--- config.mk ---
export PLATFORM = sky130hd
export DESIGN_NAME = ext_operand_fetch
export DESIGN_NICKNAME = d
export VERILOG_FILES = /design/src/rtl/ext_fetch_pkg.sv /design/src/rtl/ext_fetch_datapath.sv /design/src/rtl/ext_fetch_control.sv /design/src/rtl/ext_operand_fetch.sv
export SDC_FILE = /design/constraint.sdc
export NUM_CORES = 1
export LEC_CHECK = 0
export BUFFER_PORTS_ARGS = -buffer_cell sky130_fd_sc_hd__buf_2
export CORE_ASPECT_RATIO = 0.5
export CORE_MARGIN = 2
export CORE_UTILIZATION = 50
export CTS_CLUSTER_DIAMETER = 100
export DETAILED_ROUTE_END_ITERATION = 8
export GPL_TIMING_DRIVEN = 0
export PLACE_DENSITY = 0.76
export SKIP_CTS_REPAIR_TIMING = 1
export SYNTH_ARGS = -nofsm -noshare
export SYNTH_HDL_FRONTEND = slang
export SYNTH_HIERARCHICAL = 1
export SYNTH_SLANG_ARGS = --single-unit
--- constraint.sdc ---
create_clock -name clk -period 5.2 [get_ports clk]
set_input_delay 0.52 -clock clk [delete_from_list [all_inputs] [get_ports clk]]
set_output_delay 0.52 -clock clk [all_outputs]
set_load 0.05 [all_outputs]
--- src/rtl/ext_fetch_pkg.sv ---
package ext_fetch_pkg;
  typedef struct packed {
    logic load;     // latch address and mode from instr
    logic capByte;  // shift in one memory byte
    logic chain;    // pointer word complete: re-aim read address
  } fetchStrobes_t;
endpackage

--- src/rtl/ext_fetch_datapath.sv ---
module ext_fetch_datapath
  import ext_fetch_pkg::*;
#(
  parameter int ADDR_W = 20,
  parameter int WORD_W = 24,
  parameter int INSTR_W = 32
) (
  input  logic                clk,
  input  logic                rstN,
  input  logic [INSTR_W-1:0]  instr,
  input  logic [ADDR_W-1:0]   pc,
  input  logic [WORD_W-1:0]   baseReg,
  input  logic [WORD_W-1:0]   indexReg,
  input  logic [7:0]          memData,
  input  fetchStrobes_t       strb,
  output logic                modeImm,
  output logic                modeInd,
  output logic                illegal,
  output logic                lastByte,
  output logic [ADDR_W-1:0]   memAddr,
  output logic [ADDR_W-1:0]   targetAddr,
  output logic [WORD_W-1:0]   operand
);
  localparam int BYTE_W = 8;
  localparam int BYTES  = WORD_W / BYTE_W;
  localparam int OFF_W  = $clog2(BYTES);
  localparam int DISP_W = 12;
  localparam int OLD_W  = 15;
  localparam int FMT3_LEN = 3;

  logic fN, fI, fX, fB, fP, fE, oldFmt;
  logic [DISP_W-1:0] disp;
  logic [OLD_W-1:0]  oldAddr;
  logic [ADDR_W-1:0] rawAddr, idxAdd, taNext;
  logic [ADDR_W-1:0] taReg, ptrReg;
  logic [WORD_W-1:0] wordReg, wordNext;
  logic [OFF_W-1:0]  offset;
  logic unusedHi;

  assign fN = instr[INSTR_W-7];
  assign fI = instr[INSTR_W-8];
  assign fX = instr[INSTR_W-9];
  assign fB = instr[INSTR_W-10];
  assign fP = instr[INSTR_W-11];
  assign fE = instr[INSTR_W-12];
  assign disp    = instr[ADDR_W-1 -: DISP_W];
  assign oldAddr = instr[INSTR_W-10 -: OLD_W];
  assign oldFmt  = !fN && !fI;
  assign unusedHi = ^{instr[INSTR_W-1:INSTR_W-6],
                      baseReg[WORD_W-1:ADDR_W], indexReg[WORD_W-1:ADDR_W]};

  assign modeImm = fI && !fN;
  assign modeInd = fN && !fI;
  assign illegal = !oldFmt && ((fX && (modeImm || modeInd)) ||
                               (fB && fP) || (fE && (fB || fP)));

  always_comb begin
    idxAdd = fX ? indexReg[ADDR_W-1:0] : '0;
    if (oldFmt)      rawAddr = ADDR_W'(oldAddr);
    else if (fE)     rawAddr = instr[ADDR_W-1:0];
    else if (fB)     rawAddr = baseReg[ADDR_W-1:0] + ADDR_W'(disp);
    else if (fP)     rawAddr = pc + ADDR_W'(FMT3_LEN) + ADDR_W'(signed'(disp));
    else             rawAddr = ADDR_W'(disp);
    taNext = rawAddr + idxAdd;
  end

  assign wordNext = {wordReg[WORD_W-BYTE_W-1:0], memData};
  assign lastByte = (offset == OFF_W'(BYTES-1));
  assign memAddr  = ptrReg + ADDR_W'(offset);

  always_ff @(posedge clk) begin
    if (!rstN) begin
      taReg   <= '0;
      ptrReg  <= '0;
      wordReg <= '0;
      offset  <= '0;
    end else if (strb.load) begin
      taReg   <= taNext;
      ptrReg  <= taNext;
      offset  <= '0;
      wordReg <= (modeImm && !illegal) ? WORD_W'(taNext) : '0;
    end else if (strb.capByte) begin
      wordReg <= wordNext;
      offset  <= lastByte ? '0 : offset + OFF_W'(1);
      if (strb.chain) ptrReg <= wordNext[ADDR_W-1:0];
    end
  end

  assign targetAddr = taReg;
  assign operand    = wordReg;

  // a word is never more than BYTES byte reads
  assert_offset_range_R2: assert property (@(posedge clk) disable iff (!rstN)
    offset <= OFF_W'(BYTES-1));
  // chaining only on the last byte of the pointer word
  assert_chain_on_last_R7: assert property (@(posedge clk) disable iff (!rstN)
    strb.chain |-> lastByte);
endmodule

--- src/rtl/ext_fetch_control.sv ---
module ext_fetch_control
  import ext_fetch_pkg::*;
(
  input  logic          clk,
  input  logic          rstN,
  input  logic          start,
  input  logic          modeImm,
  input  logic          modeInd,
  input  logic          illegal,
  input  logic          lastByte,
  output fetchStrobes_t strb,
  output logic          memRd,
  output logic          done,
  output logic          err
);
  typedef enum logic [1:0] {ST_IDLE, ST_PTR, ST_OPND} state_t;
  state_t state;

  always_comb begin
    strb.load    = (state == ST_IDLE) && start;
    strb.capByte = (state != ST_IDLE);
    strb.chain   = (state == ST_PTR) && lastByte;
  end
  assign memRd = (state != ST_IDLE);

  always_ff @(posedge clk) begin
    if (!rstN) begin
      state <= ST_IDLE;
      done  <= 1'b0;
      err   <= 1'b0;
    end else begin
      done <= 1'b0;
      err  <= 1'b0;
      case (state)
        ST_IDLE: if (start) begin
          if (illegal) begin
            done <= 1'b1;
            err  <= 1'b1;
          end else if (modeImm) done <= 1'b1;
          else if (modeInd)     state <= ST_PTR;
          else                  state <= ST_OPND;
        end
        ST_PTR:  if (lastByte) state <= ST_OPND;
        ST_OPND: if (lastByte) begin
          state <= ST_IDLE;
          done  <= 1'b1;
        end
        default: state <= ST_IDLE;
      endcase
    end
  end

  // an error is only reported with a done strobe
  assert_err_with_done_R9: assert property (@(posedge clk) disable iff (!rstN)
    err |-> done);
  // the result strobe never overlaps a memory read
  assert_no_read_at_done_R2: assert property (@(posedge clk) disable iff (!rstN)
    done |-> !memRd);
  // reads begin only right after an accepted start
  assert_read_after_start_R10: assert property (@(posedge clk) disable iff (!rstN)
    $rose(memRd) |-> $past(start));
  // an immediate instruction finishes next cycle without reading
  assert_imm_no_read_R6: assert property (@(posedge clk) disable iff (!rstN)
    (state == ST_IDLE && start && modeImm && !illegal) |=> (done && !memRd));
endmodule

--- src/rtl/ext_operand_fetch.sv ---
module ext_operand_fetch
  import ext_fetch_pkg::*;
#(
  parameter int ADDR_W = 20,
  parameter int WORD_W = 24,
  parameter int INSTR_W = 32
) (
  input  logic               clk,
  input  logic               rstN,
  input  logic               start,
  input  logic [INSTR_W-1:0] instr,
  input  logic [ADDR_W-1:0]  pc,
  input  logic [WORD_W-1:0]  baseReg,
  input  logic [WORD_W-1:0]  indexReg,
  output logic               memRd,
  output logic [ADDR_W-1:0]  memAddr,
  input  logic [7:0]         memData,
  output logic               done,
  output logic               err,
  output logic [ADDR_W-1:0]  targetAddr,
  output logic [WORD_W-1:0]  operand
);
  fetchStrobes_t strb;
  logic modeImm, modeInd, illegal, lastByte;

  ext_fetch_control u_ctrl (
    .clk(clk), .rstN(rstN), .start(start), .modeImm(modeImm),
    .modeInd(modeInd), .illegal(illegal), .lastByte(lastByte),
    .strb(strb), .memRd(memRd), .done(done), .err(err)
  );

  ext_fetch_datapath #(.ADDR_W(ADDR_W), .WORD_W(WORD_W), .INSTR_W(INSTR_W)) u_dp (
    .clk(clk), .rstN(rstN), .instr(instr), .pc(pc), .baseReg(baseReg),
    .indexReg(indexReg), .memData(memData), .strb(strb), .modeImm(modeImm),
    .modeInd(modeInd), .illegal(illegal), .lastByte(lastByte),
    .memAddr(memAddr), .targetAddr(targetAddr), .operand(operand)
  );
endmodule

# [Yosys cells after proc, flatten, opt, wreduce, memory -nomap -nowiden]
# Index checks and enable logic that the tools add are counted.
[word_totals] out_inout_bits=67 word_cells=73 input_bits=111 regBits=70
[op_classes] addsub=6 muxes=25 reduce_logical=26 bitwise=1 n_eq_ne=8
[ops] op="20-bit 2-to-1 mux" n=9
[ops] op="24-bit 2-to-1 mux" n=2
[ops] op="20-bit adder" n=2
[ops] op="20-bit by 12-bit adder with 20-bit output" n=1
[ops] op="20-bit by 2-bit adder with 20-bit output" n=1
[ops] op="20-bit by 2-bit adder with 20-bit output (second input constant)" n=1
[ops] op="2-bit 2-to-1 mux" n=7
[ops] op="1-bit logical AND" n=10
[ops] op="2-bit != test (second input constant)" n=3
[ops] op="2-bit case mux with 3 select lines" n=1
[ops] op="2-bit nonzero test" n=3
[ops] op="1-bit 2-to-1 mux" n=5
[ops] op="5-bit AND reduction" n=1
[ops] op="2-bit equality test (second input constant)" n=2
[ops] op="1-bit zero test" n=4
[ops] op="1-bit logical OR" n=4
[ops] op="2-bit by 1-bit != test with 1-bit output (second input constant)" n=2
[ops] op="3-bit AND reduction" n=1
[ops] op="2-bit by 1-bit adder with 2-bit output (second input constant)" n=1
[ops] op="2-bit by 1-bit equality test with 1-bit output (second input constant)" n=1
[ops] op="2-bit zero test" n=1
[ops] op="1-bit case mux with 2 select lines" n=1
[ops] op="2-bit AND reduction" n=1
[ops] op="2-bit OR reduction" n=1
[ops] op="1-bit inverter" n=1

# [Logic depth before layout (Yosys ltp)]
# Gate-level depths: netlist of run 1.
[logic_depth] depth_word=11 ltp_mapped=22 depth_no_buf=22

# [Hierarchy]
# Netlist of run 1, hierarchy kept.
[by_module_without_submodules] mod="ext_fetch_datapath" n_inst=1 area_per_inst_um2=6454.9 seq_area_each_um2=1321.3 cells_per_inst=840
[by_module_without_submodules] mod="ext_fetch_control" n_inst=1 area_per_inst_um2=195.2 seq_area_each_um2=80.1 cells_per_inst=23

# [Least setup slack after synthesis of run 1]
# Ideal clock, no wire load.
[synth_timing] path_kind="in2reg" startpoint="input instr[9]" endpoint="register u_dp.wordReg[18] (netlist: u_dp/operand[18])" required_ps=5070 cell_stages=22 setup_ps=130 slack_ps=452 t_arrival_ps=4619 n_path_buf=0 path_cell_list="inv_1 -> ha_1 -> inv_1 -> ha_1 -> fa_1 -> a211oi_1 -> o21bai_1 -> a21oi_1 -> o21ai_0 -> xor2_1 -> a211oi_1 -> a211oi_1 -> a221o_1 -> ha_1 -> a21oi_1 -> a21boi_0 -> o21ai_0 -> o211ai_1 -> a31o_1 -> a21oi_1 -> xor2_1 -> o22ai_1"
[synth_via] elab_chain_len=8 word_cells_on_any_way=9 cone_classes="3 x add/sub; 6 x mux"
[synth_lines] item="start, declared" line="ext_operand_fetch.sv:11" text="input logic [INSTR_W-1:0] instr,"
[synth_lines] item="20-bit adder" line="ext_fetch_datapath.sv:62" text="else if (fP) rawAddr = pc + ADDR_W'(FMT3_LEN) + ADDR_W'(signed'(disp));"
[synth_lines] item="20-bit 2-to-1 mux" line="ext_fetch_datapath.sv:62"
[synth_lines] item="20-bit 2-to-1 mux" line="ext_fetch_datapath.sv:61" text="else if (fB) rawAddr = baseReg[ADDR_W-1:0] + ADDR_W'(disp);"
[synth_lines] item="20-bit 2-to-1 mux" line="ext_fetch_datapath.sv:60" text="else if (fE) rawAddr = instr[ADDR_W-1:0];"
[synth_lines] item="20-bit 2-to-1 mux (*)" line="ext_fetch_datapath.sv:59" text="if (oldFmt) rawAddr = ADDR_W'(oldAddr);"
[synth_lines] item="20-bit adder (*)" line="ext_fetch_datapath.sv:64" text="taNext = rawAddr + idxAdd;"
[synth_lines] item="20-bit 2-to-1 mux (*)" line="ext_fetch_datapath.sv:81" text="wordReg <= (modeImm && !illegal) ? WORD_W'(taNext) : '0;"
[synth_lines] item="24-bit 2-to-1 mux (*)" line="ext_fetch_datapath.sv:77" text="end else if (strb.load) begin"
[synth_lines] item="end signal, assigned" line="ext_fetch_datapath.sv:81"
[synth_lines] item="end signal, assigned" line="ext_fetch_datapath.sv:83" text="wordReg <= wordNext;"
[synth_lines] item="end, declared" line="ext_fetch_datapath.sv:36" text="logic [WORD_W-1:0] wordReg, wordNext;"
# Mark *: on every way between the ends. The rest lies on a longest branch, timed or not.
# A chain may end at the register's enable or synchronous reset.

# [Worst setup path in the final report of run 1]
[layout_timing] startpoint="input instr[9]" endpoint="register u_dp.wordReg[17] (netlist: u_dp/operand[17])"
# Same word-level chain as after synthesis.

==> impl_metrics.toml, run 1 <==
[setup_path]
path_cells = "buf_2, inv_1, ha_1, inv_1, ha_1, fa_2, a211oi_2, o21bai_1, a21oi_2, xnor2_1, a211oi_2, a211oi_1, a211oi_1, a21oi_1, ha_1, and2_1, nor3b_4, a21oi_2, o31ai_2, buf_4, a21o_1, a21oi_2, xor2_2, o22ai_1"
rr_endpoint = "u_dp/ptrReg[16]$_SDFFE_PN0P_"
r2r_start = "u_dp/offset[1]$_SDFFE_PP0P_"
critical_path.max_stage_delay_ns = 0.39
arrival_ns = 5.15
r2r_slack_ns = 2.42
critPathSlowestCell = "fa_2"
worst_r2r_path_depth = 11
worstSetupPathType = "in2reg"
path_max_fanout = 4
cp.buffers_inverters = 4
path_delay_family = "compound AO/OA/AOI/OAI gates"
start_kind = "primary input"
crit_path_end_kind = "flop"
cp.required_ns = 5.40

[worst_hold_path]
hold_end = "u_dp/targetAddr[4]$_SDFFE_PN0P_"
holdPathStages = 2
worst_hold_path_type = "reg2reg"
min_from = "u_dp/targetAddr[4]$_SDFFE_PN0P_"

[flow_run]
drv_cap = 0

[clock_network]
cts_buffer_depth = 2
tritoncts = "yes"
path_clk_slew_ns = 0.06
numCtsBuffers = 9
cts_root_buffer = "clkbuf_16"
cts_sinks = 70
cts_htree_levels = 3
clk_latency_ns = 0.33

[die]
die_area_um2 = 14300
die_height_um = 85.6
start_util = 0.519
coreArea_um2 = 12800
die_w_um = 167
ios = 178
rows = 29

[synthesis]
yosysTopAreaCell = "dfxtp_1"
ys_async_sr_fraction = 0
synth_area_um2 = 6650
synth_ff_type = "dfxtp_1"
synth.top_cell.area_share = 0.211
ys_seq_elements = 70
yosysSeqAreaShare = 0.211
synthTopCellsByCount = "a21oi_1, nand2_1, ha_1"
synth_fp_nets = 1051
avgSynthCellArea_um2 = 7.71
syn_inst = 863
synth_area_leaders = "dfxtp_1, ha_1, a21oi_1"
synth_edf_count = 0
ys_types = 68
ys_warn_count = 6
yosysMostFrequentCell = "a21oi_1"

[routing]
drt_wl_total_mm = 20.5
dr.pass1.iters = 7
drtAntennaViolNets = 0
vias = 7151
drt-wirelength-per-cell_um = 16.9
drt_iter0_drc = 595
via_per_inst = 5.90
drc = 0

[timing]
clock_skew_ns = 0.00574
fmax_mhz = 202
slew_headroom = 0.479
period_minus_slack_ns = 4.95
fin_crit_sh = 0.952
hold_viol = 0
tightestPinTransition_ns = 0.781
finalSetupViolations = 0
rsz0062_at_grt = "no"
fin_setup_tns_ns = 0
timing.hold.ws_ns = 0.466
slew_violations = 0

[global_route]
grt.overflow.total = 0
antenna_found_initial = 0
grt_pass1_vias = 6480
track_usage = 0.275
grt_max_degree = 12
grt_pass1_wl_mm = 32.0

[run_status]
outcome = "complete, no violations"

[pwr]
power_mw = 2.37
vdd_ir_drop_max_v = 0.000320
power_density_nw_per_um2 = 292
p_leak_nw = 3.85

[final_layout]
drive_gt1_frac = 0.209
nets = 1227
final_cells = 1213
final_area_um2 = 8120
diodes = 0
syn2layout_area_growth_pct = 22.1

[placement]
place_area_um2 = 7670
numPortBuffers = 162
dp.cells = 1195
place.gp.congestion = 0.915
place_hpwl_mm = 16.0
==> state kept, by name, summed over array words and instances (netlist names) <==
| register | count |
|---|---|
| u_ctrl/done | 1 |
| u_dp/offset | 2 |
| u_ctrl/err | 1 |
| u_dp/targetAddr | 20 |
| u_dp/operand | 24 |
| u_dp/ptrReg | 20 |
| u_ctrl/state | 2 |
==> kinds of logic after synthesis <==
kind of cell / after synthesis / synth area share
compound gates: 282 / 0.266
simple gates: 263 / 0.195
fa+ha+maj: 78 / 0.151
buf+inv: 73 / 0.0418
flops: 70 / 0.211
xor+xnor: 63 / 0.0830
mux: 34 / 0.0523
==> routing by layer <==
metal,global-route usage,up-vias,routed length [µm]
li1,-,3475,-
met1,0.381,3343,9230
met2,0.455,308,9280
met3,0.0438,25,1700
met4,0.0658,0,254
met5,0,-,0
==> through the flow <==
stage | util | setup WS [ns]
2_1_floorplan | - | 0.452
3_3_place_gp | 0.599 | -0.382
3_5_place_dp | 0.599 | -0.516
4_1_cts | 0.625 | -0.194
5_1_grt | 0.634 | 0.000111
6_report | 0.634 | 0.249
==> layout make-up <==
cell class	instances	area, µm²
Buffer	39	150
Clock buffer	11	243
Clock inverter	4	95.1
Fill cell	1148	4690
Inverter	34	128
Multi-Input combinational cell	720	5050
Sequential cell	70	1400
Tap cell	170	213
Timing Repair Buffer	165	833
==> worst max-delay path by stage <==
stage	to	depth (start not counted)	startpoint
3_5_place_dp	u_dp/operand[18]$_SDFFE_PN0P_	23	instr[9]
3_3_place_gp	u_dp/operand[18]$_SDFFE_PN0P_	23	instr[9]
5_1_grt	u_dp/ptrReg[17]$_SDFFE_PN0P_	24	instr[9]
2_1_floorplan	u_dp/operand[18]$_SDFFE_PN0P_	22	instr[9]
6_report	u_dp/operand[17]$_SDFFE_PN0P_	24	instr[9]
4_1_cts	u_dp/ptrReg[18]$_SDFFE_PN0P_	23	instr[9]
==> cell usage in the layout (no fill, tap or decap), types with 13 or more instances in the layout <==
master    instances
clkbuf_1         33
inv_1            33
ha_1             73
dfxtp_1          70
a21o_1           18
nand3_1          24
and3_1           13
nand2_1          81
a21oi_1          89
a211oi_1         18
xor2_1           20
xnor2_1          40
nor2_1           60
o21ai_0          69
mux2i_1          28
and2_1           26
nor2b_1          13
buf_2           162
==> where the power goes <==
part,switching (mW),internal [mW],leakage [nW]
sequential,0.0519,0.591,0.574
clock,0.222,0.478,0.166
combinational,0.668,0.359,3.11
total,0.941,1.43,3.85
==> worst reg2reg max path, delay by kind of cell, from the launching register on <==
family	cells	cell delay (ns)
AOI/OAI and AO/OA	2	0.22
buffers and inverters	3	0.78
DFF	1	0.38
and+or+nand+nor	6	1.27
No activity file was read; power rests on OpenSTA's default activity.
==> inputs of run 2 (changes only) <==
--- a/config.mk
+++ b/config.mk
@@ -8,11 +8,11 @@
 export BUFFER_PORTS_ARGS = -buffer_cell sky130_fd_sc_hd__buf_2
 export CORE_ASPECT_RATIO = 0.5
 export CORE_MARGIN = 2
-export CORE_UTILIZATION = 50
+export CORE_UTILIZATION = 45
 export CTS_CLUSTER_DIAMETER = 100
 export DETAILED_ROUTE_END_ITERATION = 8
 export GPL_TIMING_DRIVEN = 0
-export PLACE_DENSITY = 0.76
+export PLACE_DENSITY = 0.7
 export SKIP_CTS_REPAIR_TIMING = 1
 export SYNTH_ARGS = -nofsm -noshare
 export SYNTH_HDL_FRONTEND = slang
==> run 2 against run 1 <==
  * Non-clock buffer count is 2 lower
  * Cell area fell by 0.99%
  * Global-route usage fell by 2.2 points
  * Sequential share of layout area grew 0.17 points
  * Sequential power hardly changed
  * Sequential cell count stayed put
  * Critical path type unchanged
  * Largest cell class unchanged
  * Largest power group unchanged
  * Highest routed layer unchanged
==> impl_metrics.toml, run 2 (synthesis results as in run 1) <==
[run_status]
outcome = "complete, no violations"

[routing]
drc = 0
drtAntennaViolNets = 0
drt-wirelength-per-cell_um = 16.5
dr.pass1.iters = 5
drt_iter0_drc = 507
vias = 6953
drt_wl_total_mm = 20.4
via_per_inst = 5.62

[placement]
numPortBuffers = 162
place_hpwl_mm = 16.5
dp_worst_setup_slack_ns = -0.394
dp.cells = 1223
place.gp.congestion = 0.930

[pwr]
power_mw = 2.19
vdd_ir_drop_max_v = 0.000136
power_density_nw_per_um2 = 272
p_leak_nw = 3.80

[setup_path]
path_delay_family = "compound AO/OA/AOI/OAI gates"
cp-startpoint = "instr[9]"
path_max_fanout = 4
r2r_start = "u_dp/offset[1]$_SDFFE_PP0P_"
arrival_ns = 5.08
critPathSlowestCell = "fa_2"
path_cells = "buf_2, inv_1, ha_1, inv_1, ha_1, fa_2, a211oi_2, o21bai_1, a21oi_1, xnor2_1, a211oi_2, a211oi_1, a211oi_1, a21oi_1, ha_1, and2_1, nor3b_4, a21oi_1, o31ai_2, a31oi_1, xnor2_1, xnor2_2, a21oi_1"
crit_path_end_kind = "flop"
worstSetupPathType = "in2reg"
start_kind = "primary input"
cp.buffers_inverters = 3
cp.required_ns = 5.39
critical_path.max_stage_delay_ns = 0.39
cp_common_cell = "a21oi_1"

[die]
start_util = 0.460
die_w_um = 176
die_height_um = 90.0
ios = 178
rows = 31
die_area_um2 = 15800
coreArea_um2 = 14500

[timing]
period_minus_slack_ns = 4.88
fin_crit_sh = 0.939
finalSetupViolations = 0
tightestPinTransition_ns = 0.822
fmax_mhz = 205
hold_viol = 0
final.setup.worst_slack_ns = 0.315
clock_skew_ns = 0.00409
slew_headroom = 0.452
slew_violations = 0

[final_layout]
syn2layout_area_growth_pct = 20.8
largest_reg_flops = 24
drive_gt1_frac = 0.202
layout_commonest_cell = "buf_2"
multi_input_area_um2 = 5030
nets = 1225
final_cells = 1238
utilization = 0.555
diodes = 0
mostFrequentLayoutCells = "buf_2, a21oi_1, nand2_1"
fillers = 1442
regArea_um2 = 1400

[clock_network]
cts_sinks = 70
cts_root_buffer = "clkbuf_16"
clk_latency_ns = 0.33
cts_buffer_depth = 2
path_clk_slew_ns = 0.05
tritoncts = "yes"
numCtsBuffers = 9
cts_htree_levels = 3

[global_route]
grt.overflow.total = 0
track_usage = 0.254
grt_pass1_vias = 6547
grt_pass1_wl_mm = 32.7
antenna_found_initial = 0
grt_max_degree = 12

[worst_hold_path]
worst_hold_path_type = "reg2reg"
min_from = "u_dp/targetAddr[7]$_SDFFE_PN0P_"

[flow_run]
drv_cap = 0
[run 2: cell count changes in the layout (fill, tap and decap cells not counted)]
cell and change:
clkinv_2 +1, a21oi_1 +3, bufinv_16 -3, xor2_1 +1, o21ai_1 -1, clkbuf_1 +1, o21ai_0 +1, xor2_2 -1
buf_4 -2, a21oi_2 -3
[run 2: worst paths after layout]
check                                      to  slack, ns  cells past startpoint
min reg2reg   u_dp/targetAddr[7]$_SDFFE_PN0P_       0.47                      2
max reg2reg      u_dp/ptrReg[16]$_SDFFE_PN0P_       2.46                     11
min           u_dp/targetAddr[7]$_SDFFE_PN0P_       0.47                      2
max          u_dp/targetAddr[19]$_SDFFE_PN0P_       0.32                     23
[run 2: where the power goes]
group / switching, mW / internal (mW)
sequential: 0.0514 / 0.591
combinational: 0.658 / 0.354
clock: 0.205 / 0.328
[run 2: worst min-delay path: stages, from the launching register on]
cell and delay (ns):
dfxtp_1 0.31, nand2_1 0.06, a21oi_1 0.06
[run 2: layer usage]
| layer | track usage | vias to the layer above | share of wire |
|---|---|---|---|
| li1 | - | 3465 | - |
| met2 | 0.415 | 227 | 0.46 |
| met4 | 0.0751 | 0 | 0.012 |
| met1 | 0.354 | 3234 | 0.47 |
| met3 | 0.0250 | 27 | 0.058 |
| met5 | 0 | - | 0 |
[run 2: cell type report]
cell class	instances	area share
plain buffers	39	0.0187
clock buffers	12	0.0307
clock inverters	2	0.00125
inverters	34	0.0159
multi-input cells	720	0.626
flip-flops and latches	70	0.174
well taps	198	0.0308
repair buffers	163	0.102
[run 2: per-stage QoR]
| stage | TNS, ns | hold slack, ns | area, µm² |
|---|---|---|---|
| global route | -0.0233 | 0.482 | 8040 |
| detailed placement | -3.34 | 0.459 | 7710 |
| floorplan | 0 | 0.480 | 6650 |
| global placement | -2.90 | 0.457 | 7710 |
| finish | 0 | 0.467 | 8040 |
| CTS | -0.0788 | 0.467 | 7970 |
